$ cat src/rtl/dq_pkg.sv
package dq_pkg;

    localparam int unsigned DQ_ADDR_W  = 64;
    localparam int unsigned DQ_LEN_W   = 16;
    localparam int unsigned DQ_CFG_W   = 32;
    localparam int unsigned ALIGN_BITS = 3;

    // command word bit positions
    localparam int unsigned CMD_DIR_BIT  = DQ_LEN_W;
    localparam int unsigned CMD_SWAP_BIT = DQ_LEN_W + 1;
    localparam int unsigned CMD_IOFF_BIT = DQ_LEN_W + 2;

    // configuration view bit positions
    localparam int unsigned CFG_OVF_BIT = 8;
    localparam int unsigned CFG_ALN_BIT = 9;
    localparam int unsigned CFG_CLR_BIT = 16;

    typedef enum logic [1:0] {
        SEL_CFG  = 2'd0,
        SEL_ADDR = 2'd1,
        SEL_CMD  = 2'd2,
        SEL_NONE = 2'd3
    } reg_sel_e;

    typedef struct packed {
        logic [DQ_ADDR_W-1:0] addr;
        logic [DQ_LEN_W-1:0]  len_m1;
        logic                 dir;
        logic                 swap;
        logic                 irq_off;
    } desc_t;

    function automatic desc_t make_desc(input logic [DQ_ADDR_W-1:0] addr,
                                        input logic [DQ_ADDR_W-1:0] cmd);
        desc_t d;
        d.addr    = addr;
        d.len_m1  = cmd[DQ_LEN_W-1:0];
        d.dir     = cmd[CMD_DIR_BIT];
        d.swap    = cmd[CMD_SWAP_BIT];
        d.irq_off = cmd[CMD_IOFF_BIT];
        return d;
    endfunction

    function automatic logic [DQ_CFG_W-1:0] pack_cfg(input logic clr,
                                                     input logic ovf,
                                                     input logic aln,
                                                     input logic [7:0] cnt);
        logic [DQ_CFG_W-1:0] v;
        v              = '0;
        v[7:0]         = cnt;
        v[CFG_OVF_BIT] = ovf;
        v[CFG_ALN_BIT] = aln;
        v[CFG_CLR_BIT] = clr;
        return v;
    endfunction

endpackage

$ cat src/rtl/dq_regif.sv
module dq_regif
    import dq_pkg::*;
(
    input  logic                 clk,
    input  logic                 rst,
    input  logic                 wr_en,
    input  reg_sel_e             wr_sel,
    input  logic [DQ_ADDR_W-1:0] wr_data,
    input  logic                 full,
    output logic                 push,
    output desc_t                push_desc,
    output logic                 flush,
    output logic                 disabled,
    output logic                 ovf_flag,
    output logic                 aln_flag,
    output logic [DQ_ADDR_W-1:0] staged_addr
);

    logic cfg_wr, addr_wr, cmd_wr, misaligned;

    always_comb begin
        cfg_wr     = wr_en && (wr_sel == SEL_CFG);
        addr_wr    = wr_en && (wr_sel == SEL_ADDR);
        cmd_wr     = wr_en && (wr_sel == SEL_CMD);
        misaligned = |staged_addr[ALIGN_BITS-1:0];
        push       = cmd_wr && !disabled && !full && !misaligned;
        flush      = cfg_wr && wr_data[CFG_CLR_BIT];
        push_desc  = make_desc(staged_addr, wr_data);
    end

    always_ff @(posedge clk) begin
        if (rst) begin
            disabled    <= 1'b1;
            ovf_flag    <= 1'b0;
            aln_flag    <= 1'b0;
            staged_addr <= '0;
        end else begin
            if (addr_wr) begin
                staged_addr <= wr_data;
            end
            if (cmd_wr) begin
                if (disabled || full) ovf_flag <= 1'b1;
                if (misaligned)       aln_flag <= 1'b1;
            end
            if (cfg_wr) begin
                disabled <= wr_data[CFG_CLR_BIT];
                ovf_flag <= 1'b0;
                aln_flag <= 1'b0;
            end
        end
    end

endmodule

$ cat src/rtl/dq_store.sv
module dq_store
    import dq_pkg::*;
#(
    parameter  int unsigned DEPTH = 16,
    localparam int unsigned PTR_W = (DEPTH > 1) ? $clog2(DEPTH) : 1,
    localparam int unsigned CNT_W = $clog2(DEPTH + 1)
) (
    input  logic             clk,
    input  logic             rst,
    input  logic             flush,
    input  logic             push,
    input  desc_t            push_desc,
    input  logic             pop_req,
    output logic             pop_acc,
    output logic             head_valid,
    output logic             full,
    output desc_t            head_desc,
    output logic [CNT_W-1:0] count
);

    logic [PTR_W-1:0] wr_ptr, rd_ptr;
    desc_t            slot_view [DEPTH];

    function automatic logic [PTR_W-1:0] step(input logic [PTR_W-1:0] p);
        return (p == PTR_W'(DEPTH - 1)) ? '0 : p + 1'b1;
    endfunction

    for (genvar i = 0; i < DEPTH; i++) begin : g_slot
        desc_t slot_r;
        always_ff @(posedge clk) begin
            if (push && (wr_ptr == PTR_W'(i))) begin
                slot_r <= push_desc;
            end
        end
        assign slot_view[i] = slot_r;
    end

    always_comb begin
        head_valid = (count != '0);
        full       = (count == CNT_W'(DEPTH));
        pop_acc    = pop_req && head_valid && !flush;
        head_desc  = slot_view[rd_ptr];
    end

    always_ff @(posedge clk) begin
        if (rst || flush) begin
            wr_ptr <= '0;
            rd_ptr <= '0;
            count  <= '0;
        end else begin
            if (push)    wr_ptr <= step(wr_ptr);
            if (pop_acc) rd_ptr <= step(rd_ptr);
            case ({push, pop_acc})
                2'b10:   count <= count + 1'b1;
                2'b01:   count <= count - 1'b1;
                default: count <= count;
            endcase
        end
    end

endmodule

$ cat src/rtl/dq_irq.sv
module dq_irq (
    input  logic clk,
    input  logic rst,
    input  logic pop_acc,
    input  logic head_irq_off,
    input  logic seg_done,
    output logic irq_pulse
);

    // suppress flag of the segment most recently handed to the engine
    logic last_off;

    always_ff @(posedge clk) begin
        if (rst) begin
            last_off  <= 1'b1;
            irq_pulse <= 1'b0;
        end else begin
            irq_pulse <= seg_done && !last_off;
            if (pop_acc) last_off <= head_irq_off;
        end
    end

endmodule

$ cat src/rtl/dma_desc_queue.sv
module dma_desc_queue
    import dq_pkg::*;
#(
    parameter  int unsigned DEPTH = 16,
    localparam int unsigned CNT_W = $clog2(DEPTH + 1)
) (
    input  logic                 clk,
    input  logic                 rst,
    input  logic                 wr_en,
    input  logic [1:0]           wr_sel,
    input  logic [DQ_ADDR_W-1:0] wr_data,
    output logic [DQ_CFG_W-1:0]  cfg_rdata,
    output logic                 head_valid,
    output logic [DQ_ADDR_W-1:0] head_addr,
    output logic [DQ_LEN_W-1:0]  head_len_m1,
    output logic                 head_dir,
    output logic                 head_swap,
    output logic                 head_irq_off,
    input  logic                 pop,
    input  logic                 seg_done,
    output logic                 irq_pulse
);

    logic                 full, push, flush, disabled, ovf_flag, aln_flag, pop_acc;
    desc_t                push_desc, head_desc;
    logic [CNT_W-1:0]     q_count;
    logic [DQ_ADDR_W-1:0] staged_addr;

    dq_regif u_regif (
        .clk        (clk),
        .rst        (rst),
        .wr_en      (wr_en),
        .wr_sel     (reg_sel_e'(wr_sel)),
        .wr_data    (wr_data),
        .full       (full),
        .push       (push),
        .push_desc  (push_desc),
        .flush      (flush),
        .disabled   (disabled),
        .ovf_flag   (ovf_flag),
        .aln_flag   (aln_flag),
        .staged_addr(staged_addr)
    );

    dq_store #(.DEPTH(DEPTH)) u_store (
        .clk       (clk),
        .rst       (rst),
        .flush     (flush),
        .push      (push),
        .push_desc (push_desc),
        .pop_req   (pop),
        .pop_acc   (pop_acc),
        .head_valid(head_valid),
        .full      (full),
        .head_desc (head_desc),
        .count     (q_count)
    );

    dq_irq u_irq (
        .clk         (clk),
        .rst         (rst),
        .pop_acc     (pop_acc),
        .head_irq_off(head_desc.irq_off),
        .seg_done    (seg_done),
        .irq_pulse   (irq_pulse)
    );

    always_comb begin
        cfg_rdata    = pack_cfg(disabled, ovf_flag, aln_flag, 8'(q_count));
        head_addr    = head_desc.addr;
        head_len_m1  = head_desc.len_m1;
        head_dir     = head_desc.dir;
        head_swap    = head_desc.swap;
        head_irq_off = head_desc.irq_off;
    end

endmodule

$ cat config.mk
export PLATFORM = sky130hd
export DESIGN_NAME = dma_desc_queue
export DESIGN_NICKNAME = d
export VERILOG_FILES = /design/src/rtl/dq_pkg.sv /design/src/rtl/dq_regif.sv /design/src/rtl/dq_store.sv /design/src/rtl/dq_irq.sv /design/src/rtl/dma_desc_queue.sv
export SDC_FILE = /design/constraint.sdc
export NUM_CORES = 1
export LEC_CHECK = 0
export ABC_AREA = 1
export BUFFER_PORTS_ARGS = -buffer_cell sky130_fd_sc_hd__buf_2
export CORE_MARGIN = 2
export CORE_UTILIZATION = 45
export DETAILED_ROUTE_END_ITERATION = 10
export SLEW_MARGIN = 20
export SYNTH_ARGS = -nofsm -noshare
export SYNTH_HDL_FRONTEND = slang
export SYNTH_SLANG_ARGS = --single-unit
$ cat constraint.sdc
create_clock -name clk -period 13.41 [get_ports clk]
set_input_delay 1.341 -clock clk [delete_from_list [all_inputs] [get_ports clk]]
set_output_delay 1.341 -clock clk [all_outputs]
set_load 0.05 [all_outputs]
==> impl_metrics.ini <==
[clocking]
postCtsSetupRepairBufs = 0
clock_path_buffers = 3
cts_made_buffers = 140
tritoncts = done
cts_hold_buf = 0
cts-htree-levels = 4
clk_latency_ps = 750
cts_resized = 0
clkTransAtPathRegs_ps = 60
clock-sinks = 1410
root_buffer = clkbuf_16

[detailed_routing]
drt_first_pass_iters = 7
wire_per_inst_um = 23.99
drtAntennaViolNets = 0
vias_per_cell = 5.683
routed_wl_mm = 145.7
drc = 0
vias = 34520
drtIter0Drc = 4145

[finish]
final_area_um2 = 61850
final_cell_mix = edfxtp_1 (1328), nor2_1 (839), o21ai_0 (445), nand2_1 (291), nand3_1 (248)
drive_above_1_share = 0.1046
fin_nets = 4408
final_core_util = 0.5082
area_growth_pct = 12.14
layout.cells.most_common = edfxtp_1

[floorplan]
ios = 188
rows = 128
core_um2 = 121700
dieArea_um2 = 125400
fp.dieW_um = 354.1
start_util = 0.4531
die_h_um = 354.1

[synth]
yosysWarnings = 0
synth_simple_gate_area_share = 0.1018
synth_cell_types = 28
synth_top_family_by_area = compound AO/OA/AOI/OAI gates
synth_compound_area_frac = 0.1079
synth-seq-area-share = 0.7528
synth_adder_area_share = 0.002405
syn_area_um2 = 55160
muxShareOfSynthArea = 0
ys_seq_elements = 1410
synth-xor-area-share = 0.0004764
synth_area_per_cell_um2 = 12.94
syn_inst = 4262

[setup_path]
r2r_setup_slack_ps = 8860
path_class = reg2out
crit_path_start = u_store.rd_ptr[1]$_SDFFE_PP0P_
path_max_fanout = 70
start_kind = register
end_kind = primary output
worstPathArrival_ps = 4640
r2r_cells = 7
r2r-start = u_regif.staged_addr[1]$_SDFFE_PP0P_
crit_required_ps = 12070
r2r_end = u_store.g_slot[14].slot_r[59]$_DFFE_PP_

[placement]
place_area_um2 = 57010
gp_congestion = 0.7604
dp_slack_ps = 8178
post-dp-hpwl_mm = 68.95
portBuffers = 163

[global_routing]
grt_max_degree = 263
grt_pass1_vias = 33001
grt_overflow = 0
grt_pass1_wl_mm = 214.5
grt_usage = 0.2282
antenna_found_initial = 4

[timing]
fmax_mhz = 167.1
slew_headroom = 0.2636
rsz0062_at_grt = false
finClkSkew_ps = 16.73
period_needed_ps = 5985
setup_viol = 0
hold_viol_final = 0
tns_ps = 0
post-route-period-util = 0.4463
tightest_slew_ps = 1105
final_max_slew_viol_count = 0
setup_ws_ps = 7425

[power]
p_leak_nw = 20.49
power-per-cell-area_nw_per_um2 = 182.8
ir_drop_v = 0.0001271

[worst_hold_path]
hold_end = u_irq.irq_pulse$_SDFF_PP0_
hp-class = reg2reg
min-delay-start = u_irq.last_off$_SDFFE_PP1P_
hold_depth = 1

[job]
drv_cap = 0

[run_status]
status = finished, final reports clean
[area by class of cell]
| cell class | count | area [µm²] |
|---|---|---|
| timing repair buffer | 223 | 1365 |
| sequential | 1410 | 41530 |
| inverter | 43 | 181.4 |
| fill | 10418 | 59860 |
| clock buffer | 202 | 4046 |
| multi-input combinational | 2509 | 11960 |
| antenna | 3 | 7.507 |
| tap | 1625 | 2033 |
| clock inverter | 59 | 729.5 |
[stage by stage]
step	hold slack, ps	std cells	total power (W)
finish	436.0	6074	0.01131
global placement	436.2	5808	0.007325
floorplan	389.8	4285	0.006834
detailed placement	431.1	5808	0.007343
CTS	441.2	6069	0.01135
global route	458.4	6072	0.01177
[cell families (layout without fill, tap and decap cells)]
family          after synthesis  in the layout
flops                      1410           1410
simple gates               1407           1407
compound gates             1065           1065
buf+inv                     366            527
fa+ha+maj                    10             10
xor+xnor                      3              3
other cells                   1             27
[worst max path at each step]
stage,end,depth (start not counted)
2_1_floorplan,u_store.g_slot[15].slot_r[0]$_DFFE_PP_,8
3_3_place_gp,head_irq_off,10
3_5_place_dp,head_irq_off,10
4_1_cts,head_irq_off,10
5_1_grt,head_swap,8
6_report,head_irq_off,10
[per-layer routing]
layer / part of all wire / global-route usage / up-vias
li1: - / - / 15731
met4: 0.021 / 0.05992 / 2
met5: 0.000089 / 0 / -
met2: 0.49 / 0.3763 / 1191
met1: 0.43 / 0.3190 / 17387
met3: 0.062 / 0.03311 / 209
[Yosys cell counts, drive strengths merged]
library cell	count	area, µm²
nand4	4	25.02
o211ai	164	1231
o21ai	661	3308
inv	43	161.4
nor3	2	10.01
o22ai	164	1026
or2	3	18.77
a311oi	1	8.760
dfxtp	82	1642
buf	164	1149
edfxtp	1328	39880
nand2	292	1096
ha	9	112.6
conb	1	3.750
a22oi	1	7.510
clkbuf	159	596.8
nand3	248	1241
xor2	3	26.28
nor2	858	3223
a21oi	74	370.4
fa	1	20.02
[registers in the layout, indices dropped and copies added (netlist names)]
| register | count |
|---|---|
| u_irq.irq_pulse | 1 |
| u_irq.last_off | 1 |
| u_regif.aln_flag | 1 |
| u_regif.disabled | 1 |
| u_regif.ovf_flag | 1 |
| u_regif.staged_addr | 64 |
| u_store.count | 5 |
| u_store.g_slot.slot_r | 1328 |
| u_store.rd_ptr | 4 |
| u_store.wr_ptr | 4 |
[worst max-delay path, stage by stage (launching register included)]
cell and delay [ps]:
dfxtp_4 600, inv_6 410, buf_4 880, buf_4 850
nand3_1 150, nand2_1 110, nand2_1 60, nand2_1 110
inv_1 50, nand2_1 220, buf_2 330
[power by group]
group / leakage (nW) / internal (W) / total (W) / switching, W
logic: 5.28 / 0.000595 / 0.00239 / 0.00179
registers: 12.9 / 0.00480 / 0.00487 / 0.0000665
clock network: 2.33 / 0.00241 / 0.00405 / 0.00164
total: 20.5 / 0.00781 / 0.0113 / 0.00350
No activity file was read; power rests on OpenSTA's default activity.
